--- src/rtl/simm_cfg_pkg.sv ---
package simm_cfg_pkg;

    // Per-socket strap codes
    localparam logic [1:0] STRAP_EMPTY = 2'b00;
    localparam logic [1:0] STRAP_8MB   = 2'b01;
    localparam logic [1:0] STRAP_32MB  = 2'b10;

    // Which register a bus access hits
    typedef enum logic [2:0] {
        SEL_NONE = 3'd0,
        SEL_ID   = 3'd1,
        SEL_PRES = 3'd2,
        SEL_END  = 3'd3,
        SEL_PAR  = 3'd4
    } port_sel_e;

endpackage

--- src/rtl/simm_strap_decode.sv ---
module simm_strap_decode #(
    parameter int NUM_SOCKETS = 6
) (
    input  logic [2*NUM_SOCKETS-1:0] strap_size,
    output logic [NUM_SOCKETS-1:0]   big_mask,
    output logic [NUM_SOCKETS-1:0]   populated_mask
);
    import simm_cfg_pkg::*;

    for (genvar s = 0; s < NUM_SOCKETS; s++) begin : g_sock
        logic [1:0] code;
        assign code              = strap_size[2*s +: 2];
        assign big_mask[s]       = (code == STRAP_32MB);
        assign populated_mask[s] = (code == STRAP_32MB) || (code == STRAP_8MB);
    end
endmodule

--- src/rtl/simm_port_decode.sv ---
module simm_port_decode #(
    parameter int          ADDR_W    = 12,
    parameter logic [11:0] ID_ADDR   = 12'h803,
    parameter logic [11:0] PRES_ADDR = 12'h804,
    parameter logic [11:0] END_ADDR  = 12'h820,
    parameter logic [11:0] PAR_ADDR  = 12'h841
) (
    input  logic [ADDR_W-1:0]       bus_addr,
    output simm_cfg_pkg::port_sel_e sel
);
    import simm_cfg_pkg::*;

    localparam int NUM_PORTS = 4;

    logic [NUM_PORTS-1:0]   hit;
    logic [ADDR_W-1:0]      port_addr [NUM_PORTS];
    port_sel_e              port_code [NUM_PORTS];

    assign port_addr[0] = ADDR_W'(ID_ADDR);
    assign port_addr[1] = ADDR_W'(PRES_ADDR);
    assign port_addr[2] = ADDR_W'(END_ADDR);
    assign port_addr[3] = ADDR_W'(PAR_ADDR);
    assign port_code[0] = SEL_ID;
    assign port_code[1] = SEL_PRES;
    assign port_code[2] = SEL_END;
    assign port_code[3] = SEL_PAR;

    for (genvar p = 0; p < NUM_PORTS; p++) begin : g_hit
        assign hit[p] = (bus_addr == port_addr[p]);
    end

    always_comb begin
        sel = SEL_NONE;
        for (int p = 0; p < NUM_PORTS; p++) begin
            if (hit[p]) sel = port_code[p];
        end
    end
endmodule

--- src/rtl/simm_end_regfile.sv ---
module simm_end_regfile #(
    parameter int NUM_ENDS = 8,
    parameter int END_W    = 5,
    localparam int IDX_W   = $clog2(NUM_ENDS)
) (
    input  logic                      clk,
    input  logic                      rst,
    input  logic                      wr_en,
    input  logic [IDX_W-1:0]          wr_idx,
    input  logic [END_W-1:0]          wr_val,
    input  logic                      ptr_adv,
    input  logic                      ptr_clr,
    output logic [NUM_ENDS*END_W-1:0] end_flat,
    output logic [END_W-1:0]          ptr_val
);
    typedef struct packed {
        logic [NUM_ENDS-1:0][END_W-1:0] ends;
        logic [IDX_W-1:0]               ptr;
    } rf_state_t;

    rf_state_t st_d, st_q;

    always_comb begin
        st_d = st_q;
        if (wr_en && (32'(wr_idx) < NUM_ENDS)) begin
            st_d.ends[wr_idx] = wr_val;
        end
        if (ptr_clr) begin
            st_d.ptr = '0;
        end else if (ptr_adv) begin
            if (32'(st_q.ptr) == NUM_ENDS - 1) st_d.ptr = '0;
            else                               st_d.ptr = st_q.ptr + 1'b1;
        end
    end

    always_ff @(posedge clk) begin
        if (rst) st_q <= '0;
        else     st_q <= st_d;
    end

    assign end_flat = st_q.ends;
    assign ptr_val  = st_q.ends[st_q.ptr];
endmodule

--- src/rtl/simm_rdata_reg.sv ---
module simm_rdata_reg #(
    parameter int DATA_W      = 8,
    parameter int NUM_SOCKETS = 6,
    parameter int END_W       = 5
) (
    input  logic                    clk,
    input  logic                    rst,
    input  logic                    rd,
    input  simm_cfg_pkg::port_sel_e sel,
    input  logic [NUM_SOCKETS-1:0]  big_mask,
    input  logic [NUM_SOCKETS-1:0]  populated_mask,
    input  logic [END_W-1:0]        ptr_val,
    output logic [DATA_W-1:0]       rdata
);
    import simm_cfg_pkg::*;

    localparam logic [DATA_W-1:0] PAR_OK = DATA_W'(1);

    typedef struct packed {
        logic [DATA_W-1:0] data;
    } rd_state_t;

    rd_state_t st_d, st_q;
    logic [DATA_W-1:0] id_byte, pres_byte, end_byte, mux_byte;

    always_comb begin
        id_byte   = '0;
        pres_byte = '1;
        end_byte  = '0;
        id_byte[NUM_SOCKETS-1:0]   = big_mask;
        pres_byte[NUM_SOCKETS-1:0] = ~populated_mask;
        end_byte[END_W-1:0]        = ptr_val;
    end

    always_comb begin
        unique case (sel)
            SEL_ID:   mux_byte = id_byte;
            SEL_PRES: mux_byte = pres_byte;
            SEL_END:  mux_byte = end_byte;
            SEL_PAR:  mux_byte = PAR_OK;
            default:  mux_byte = '0;
        endcase
    end

    always_comb begin
        st_d = st_q;
        if (rd) st_d.data = mux_byte;
    end

    always_ff @(posedge clk) begin
        if (rst) st_q <= '0;
        else     st_q <= st_d;
    end

    assign rdata = st_q.data;
endmodule

--- src/rtl/simm_bank_regs.sv ---
module simm_bank_regs #(
    parameter int          NUM_SOCKETS = 6,
    parameter int          NUM_ENDS    = 8,
    parameter int          END_W       = 5,
    parameter int          ADDR_W      = 12,
    parameter int          DATA_W      = 8,
    parameter logic [11:0] ID_ADDR     = 12'h803,
    parameter logic [11:0] PRES_ADDR   = 12'h804,
    parameter logic [11:0] END_ADDR    = 12'h820,
    parameter logic [11:0] PAR_ADDR    = 12'h841
) (
    input  logic                      clk,
    input  logic                      rst,
    input  logic [2*NUM_SOCKETS-1:0]  strap_size,
    input  logic [ADDR_W-1:0]         bus_addr,
    input  logic                      bus_rd,
    input  logic                      bus_wr,
    input  logic [DATA_W-1:0]         bus_wdata,
    output logic [DATA_W-1:0]         bus_rdata,
    output logic [NUM_ENDS*END_W-1:0] end_addr_vec,
    output logic [NUM_SOCKETS-1:0]    big_mask,
    output logic [NUM_SOCKETS-1:0]    populated_mask
);
    import simm_cfg_pkg::*;

    localparam int IDX_W = $clog2(NUM_ENDS);
    localparam int IDX_LSB = DATA_W - IDX_W;

    port_sel_e        sel;
    logic             end_wr, ptr_adv, ptr_clr;
    logic [END_W-1:0] ptr_val;

    simm_strap_decode #(.NUM_SOCKETS(NUM_SOCKETS)) u_strap (
        .strap_size     (strap_size),
        .big_mask       (big_mask),
        .populated_mask (populated_mask)
    );

    simm_port_decode #(
        .ADDR_W(ADDR_W), .ID_ADDR(ID_ADDR), .PRES_ADDR(PRES_ADDR),
        .END_ADDR(END_ADDR), .PAR_ADDR(PAR_ADDR)
    ) u_dec (
        .bus_addr (bus_addr),
        .sel      (sel)
    );

    assign end_wr  = bus_wr && (sel == SEL_END);
    assign ptr_adv = bus_rd && (sel == SEL_END);
    assign ptr_clr = bus_rd && (sel == SEL_PRES);

    simm_end_regfile #(.NUM_ENDS(NUM_ENDS), .END_W(END_W)) u_rf (
        .clk      (clk),
        .rst      (rst),
        .wr_en    (end_wr),
        .wr_idx   (bus_wdata[IDX_LSB +: IDX_W]),
        .wr_val   (bus_wdata[END_W-1:0]),
        .ptr_adv  (ptr_adv),
        .ptr_clr  (ptr_clr),
        .end_flat (end_addr_vec),
        .ptr_val  (ptr_val)
    );

    simm_rdata_reg #(
        .DATA_W(DATA_W), .NUM_SOCKETS(NUM_SOCKETS), .END_W(END_W)
    ) u_rd (
        .clk            (clk),
        .rst            (rst),
        .rd             (bus_rd),
        .sel            (sel),
        .big_mask       (big_mask),
        .populated_mask (populated_mask),
        .ptr_val        (ptr_val),
        .rdata          (bus_rdata)
    );
endmodule

--- config.mk ---
export PLATFORM = sky130hd
export DESIGN_NAME = simm_bank_regs
export DESIGN_NICKNAME = d
export VERILOG_FILES = /design/src/rtl/simm_cfg_pkg.sv /design/src/rtl/simm_strap_decode.sv /design/src/rtl/simm_port_decode.sv /design/src/rtl/simm_end_regfile.sv /design/src/rtl/simm_rdata_reg.sv /design/src/rtl/simm_bank_regs.sv
export SDC_FILE = /design/constraint.sdc
export NUM_CORES = 1
export LEC_CHECK = 0
export BUFFER_PORTS_ARGS = -buffer_cell sky130_fd_sc_hd__buf_2
export CAP_MARGIN = 20
export CORE_MARGIN = 2
export CORE_UTILIZATION = 47
export DETAILED_ROUTE_END_ITERATION = 12
export PLACE_DENSITY = 0.85
export SLEW_MARGIN = 0
export SYNTH_ARGS = -nofsm -noshare
export SYNTH_HDL_FRONTEND = slang
export SYNTH_SLANG_ARGS = --single-unit
--- constraint.sdc ---
create_clock -name clk -period 5.4 [get_ports clk]
set_input_delay 0.54 -clock clk [delete_from_list [all_inputs] [get_ports clk]]
set_output_delay 0.54 -clock clk [all_outputs]
set_load 0.02 [all_outputs]
### Yosys cells after proc, flatten, opt, wreduce, memory -nomap -nowiden

Cells that the tools add are included.

| operators by class | value |
|---|---|
| muxes and demuxes | 11 |
| bitwise operators | 1 |
| magnitude comparators | 3 |
| equality and inequality tests | 21 |
| $add $sub $neg | 1 |
| reduce and logical (&&, ||, !) cells | 11 |

Operators with widths:

| kind | count |
|---|---|
| equality test 12 bit (second input constant) | 4 |
| bitwise mux 40 bit | 1 |
| one-hot mux 8 bit (4 select lines) | 1 |
| binary-select mux 5 bit (select 3 bit) | 1 |
| demux 5 bit (select 3 bit) | 1 |
| equality test 2 x 1 -> 1 bit (second input constant) | 6 |
| equality test 2 bit (second input constant) | 6 |
| 2-to-1 mux 5 bit | 2 |
| less-than comparator 3 x 4 -> 1 bit (second input constant) | 2 |
| equality test 3 x 2 -> 1 bit (second input constant) | 2 |
| equality test 3 bit (second input constant) | 2 |
| logical OR 1 bit | 6 |
| 2-to-1 mux 3 bit | 2 |
| NOT 6 bit | 1 |
| logical AND 1 bit | 4 |
| 2-to-1 mux 2 bit | 2 |
| adder 3 x 1 -> 3 bit (second input constant) | 1 |
| equality test 3 x 1 -> 1 bit (second input constant) | 1 |
| >= comparator 3 x 1 -> 1 bit (second input constant) | 1 |
| OR reduction 2 bit | 1 |
| 2-to-1 mux 1 bit | 1 |

| storage, ports and cells | value |
|---|---|
| register bits | 51 |
| output and inout port bits | 60 |
| input bits | 36 |
| logic and storage cells | 58 |

### Longest topological paths before layout

| depth | value |
|---|---|
| depth in word-level cells | 8 |
| depth in mapped cells | 7 |
| gate-level depth less buffers | 7 |

### Hierarchy

Synthesis repeated with hierarchy kept, for this count alone.

| unflattened totals | value |
|---|---|
| cells, all modules | 294 |
| area, all modules | 2935.3 um^2 |

Modules (own cells, without submodules):

| module | cells an instance | area each (um^2) | times used |
|---|---|---|---|
| simm_end_regfile | 215 | 2268.4 | 1 |
| simm_rdata_reg | 46 | 414.1 | 1 |
| simm_strap_decode | 18 | 120.1 | 1 |
| simm_port_decode | 12 | 97.6 | 1 |
| simm_bank_regs | 3 | 35.0 | 1 |

### Least setup slack after synthesis

Ideal clock, no wire load.

| path | value |
|---|---|
| path kind | input to register |
| start point | input port bus_addr[4] |
| end point | register u_rf.st_q, in the netlist u_rf.end_flat[20] |
| stages on the path | 6 |
| buffers on the path | 1 |
| data arrival time | 2110 ps |
| data required time | 5272 ps |
| setup time | 128 ps |
| path slack | 3162 ps |
| cells stage by stage | or4b_4 -> nor4_4 -> and4b_1 -> buf_4 -> mux2i_1 -> nor2_1 |

| on the way | value |
|---|---|
| word-level cells in the longest chain between the ends | 7 |

Ends and longest elaborated chain:

| item | RTL line | text |
|---|---|---|
| from (decl) | simm_bank_regs.sv:15 | `input logic [ADDR_W-1:0] bus_addr,` |
| equality test 12 bit | simm_port_decode.sv:29 | `assign hit[p] = (bus_addr == port_addr[p]);` |
| 2-to-1 mux 1 bit | simm_port_decode.sv:35 | `if (hit[p]) sel = port_code[p];` |
| 2-to-1 mux 2 bit (2 in series) | simm_port_decode.sv:35 |  |
| 2-to-1 mux 3 bit * | simm_port_decode.sv:35 |  |
| equality test 3 x 2 -> 1 bit * | simm_bank_regs.sv:47 | `assign end_wr = bus_wr && (sel == SEL_END);` |
| logical AND 1 bit * | simm_bank_regs.sv:47 |  |
| to (signal assigned) | simm_end_regfile.sv:38 | `else st_q <= st_d;` |
| to (decl) | simm_end_regfile.sv:21 | `rf_state_t st_d, st_q;` |

Every way passes the cells marked *; elsewhere a longest branch is shown, timed or not.
A chain may end at the register's enable or synchronous reset.

### Worst setup path after layout

| path | value |
|---|---|
| start point | input port bus_addr[4] |
| end point | register u_rf.st_q, in the netlist u_rf.end_flat[23] |

The elaborated chain is that of the path after synthesis.

==> reports/results.tsv <==
stage	metric	value	unit
status	outcome	finished clean	
placed_design	Final GP Congestion	0.813	
cts	CTS tree	yes	
sta	Worst Skew	0.0114	ns
route	Post-route DRC	0	
pwr	maximum VDD drop	126	uV
cts	H-tree Lvls	2	
setup_path	R2R cell count	4	
setup_path	worst setup path end	u_rf.end_flat[23]	
grt	Tot GR Track Use	0.197	
route	Routed Antenna Nets	0	
cts	clock sinks	50	
setup_path	critical-path cell list	buf_2, or4b_4, nor4_4, and4b_1, mux2i_1, nor2_1	
synth	sequential area share after synthesis	0.348	
die	chip width	82.3	um
cts	CTS resizes	0	
synth	Syn Nets	340	
setup_path	WP data arrival	2.92	ns
setup_path	Crit Path Category	input pin to flop	
setup_path	crit path max fanout	17	
route	vias	2249	
setup_path	Setup crit start	bus_addr[4]	
layout	Final Util	0.533	
pwr	Pleak	1.58	nW
route	vias per cell	5.45	
layout	share of layout cells above drive strength 1	0.370	
layout	register area	0.00100	mm^2
die	# IOs	96	
grt	GRT Residual Overflow	0	
sta	RSZ-0062 raised after global routing	no	
die	height of the die	82.3	um
route	Pre-antenna DRT Iters	4	
sta	Worst slew margin	0.386	
layout	area of the multi-input gates	0.00142	mm^2
setup_path	required time of the critical path	5.57	ns
placed_design	Detailed Place HPWL	4940	um
layout	Layout area overhead	9.60	%
cts	later-pin clock latency in the skew report	0.32	ns
pwr	Cell Pwr Density	224	mW/mm^2
setup_path	worst r2r src	u_rf.st_q[1]	
cts	hold-fix buffers at CTS	0	
sta	Worst-Margin Slew	0.914	ns
setup_path	CP startpoint kind	input pin	
grt	largest net degree at the start of global routing	48	
min_path	Hold WC Path Type	flop to flop	
layout	Layout Cell Area excl Fill	0.00316	mm^2
route	WL final	6720	um
setup_path	CP max stage cell	nor4_4	
die	Starting Density	0.486	
synth	Mapped Area	0.00288	mm^2
setup_path	largest stage delay on the critical path	0.82	ns
sta	Final setup viols	0	
grt	vias in the first global route	2036	
synth	Cells after Synth	296	
setup_path	r2r setup slk	3.29	ns
die	die area	0.00677	mm^2
cts	Longest Clk Path Bufs	2	
synth	top-area cell type share of the netlist area	0.348	
synth	Post-synth EDFFs	0	
synth	mean cell area of the mapped netlist	9.73	um^2
placed_design	DP Area	0.00304	mm^2
synth	Seq cells post-synth	50	
sta	final hold violations	0	
synth	top post-synthesis cells by area	dfxtp_1 35%, mux2i_1 15%, buf_4 12%, mux4_2 7.8%, nor2_1 6.5%	
route	Routed WL per cell	16.3	um
sta	final worst path period share	0.509	
cts	post-CTS setup buffers	0	
synth	Unique masters post-synth	36	
synth	Ys Warns	0	
die	core area	0.00592	mm^2
synth	largest area contributor in the netlist	dfxtp_1	
setup_path	CP Capture Type	flop	
sta	maximum clock rate	364	MHz
cts	Clock Pin Slew Worst Setup and Hold Paths	0.09	ns
synth	Synth async-reset ratio	0	
setup_path	R2R Path End	u_rd.rdata[0]	
layout	commonest non-fill, non-tap cells in the layout	95 x buf_2, 50 x nor2_1, 50 x dfxtp_1	
grt	initial antenna violation count	0	
sta	Total Neg Setup Slack	0	ns
layout	most common cell after layout, fill and taps aside	buf_2	
grt	first-pass GRT wire length	9980	um
die	# rows	28	
sta	Slew Viols, Final	0	
flow_run	MaxCap Viol Count	0	
layout	Final Net Count	381	
placed_design	input/output buffers	95	
cts	Num CTS Buffers	5	
cts	clock root cell	clkbuf_8	
layout	diode count	0	
sta	final hold slack	0.464	ns
route	initial DRC count	146	
layout	# fillers	538	
sta	Tmin final	2.75	ns
synth	Synth Flop Type	dfxtp_1	
-- how the worst min path moves through the flow --
stage	start	end	slack, ns	depth (start not counted)
after floorplan	u_rf.end_flat[20]	u_rf.end_flat[20]	0.48	2
after global placement	u_rd.rdata[3]	u_rd.rdata[3]	0.44	2
after detailed placement	u_rd.rdata[2]	u_rd.rdata[2]	0.44	2
after CTS	u_rd.rdata[2]	u_rd.rdata[2]	0.47	2
after global routing	u_rd.rdata[3]	u_rd.rdata[3]	0.50	2
final	u_rd.rdata[1]	u_rd.rdata[1]	0.46	2
-- flip-flops by register name (all words and copies together), names as in the netlist --
| signal | flops |
|---|---|
| u_rf.end_flat | 40 |
| u_rd.rdata | 7 |
| u_rf.st_q | 3 |
-- cell type report --
type | instances | share of cell area
multi-input cells | 172 | 0.450
flip-flops and latches | 50 | 0.317
repair buffers | 95 | 0.151
well taps | 75 | 0.0297
clock buffers | 5 | 0.0218
inverters | 13 | 0.0155
clock inverters | 3 | 0.0151
-- power by group --
| part | total, mW | internal, mW | switching, mW | leakage (nW) |
|---|---|---|---|---|
| Combinational | 0.0618 | 0.0229 | 0.0389 | 1.12 |
| Clock | 0.277 | 0.141 | 0.135 | 0.0591 |
| Sequential | 0.368 | 0.368 | 0.00000897 | 0.402 |
| Total | 0.707 | 0.533 | 0.174 | 1.58 |
-- kinds of logic after synthesis --
logic type / after synthesis / share of synthesized area
mux: 57 / 0.244
compound gates: 24 / 0.0591
buf+inv: 74 / 0.159
fa+ha+maj: 8 / 0.0348
flops: 50 / 0.348
simple gates: 83 / 0.156
-- cells in the mapped netlist (2+ instances only) --
master and n:
dfxtp_1 50, nor2_1 50, buf_4 46, mux2i_1 42
inv_1 13, mux4_2 10, clkbuf_1 9, ha_1 8
o21ai_0 8, a22o_1 6, buf_2 6, nand2_1 6
a22oi_1 5, mux2_2 5, a32oi_1 3, and3b_1 3
nand2b_1 3, nand3_2 2, nand3b_1 2, nor2b_1 2
or4_1 2
-- critical path: cells and delay by family --
kind          cells  cell delay [ns]
buf+inv           1             0.10
mux               1             0.25
simple gates      4             2.02
-- per-layer routing --
layer / vias to the layer above / GRT usage / routed length, um
met1: 1087 / 0.241 / 2570
met2: 87 / 0.329 / 3450
li1: 1063 / - / -
met5: - / 0 / 0
met3: 12 / 0.0533 / 573
met4: 0 / 0.0767 / 123
-- metrics by stage --
stage,setup WS (ns),std cells,power (mW)
final,2.65,413,0.707
after global placement,2.40,405,0.437
after global routing,2.48,413,0.730
after detailed placement,2.33,405,0.439
after CTS,2.65,413,0.708
after floorplan,3.16,296,0.414
Power figures use the tool's default switching activity.
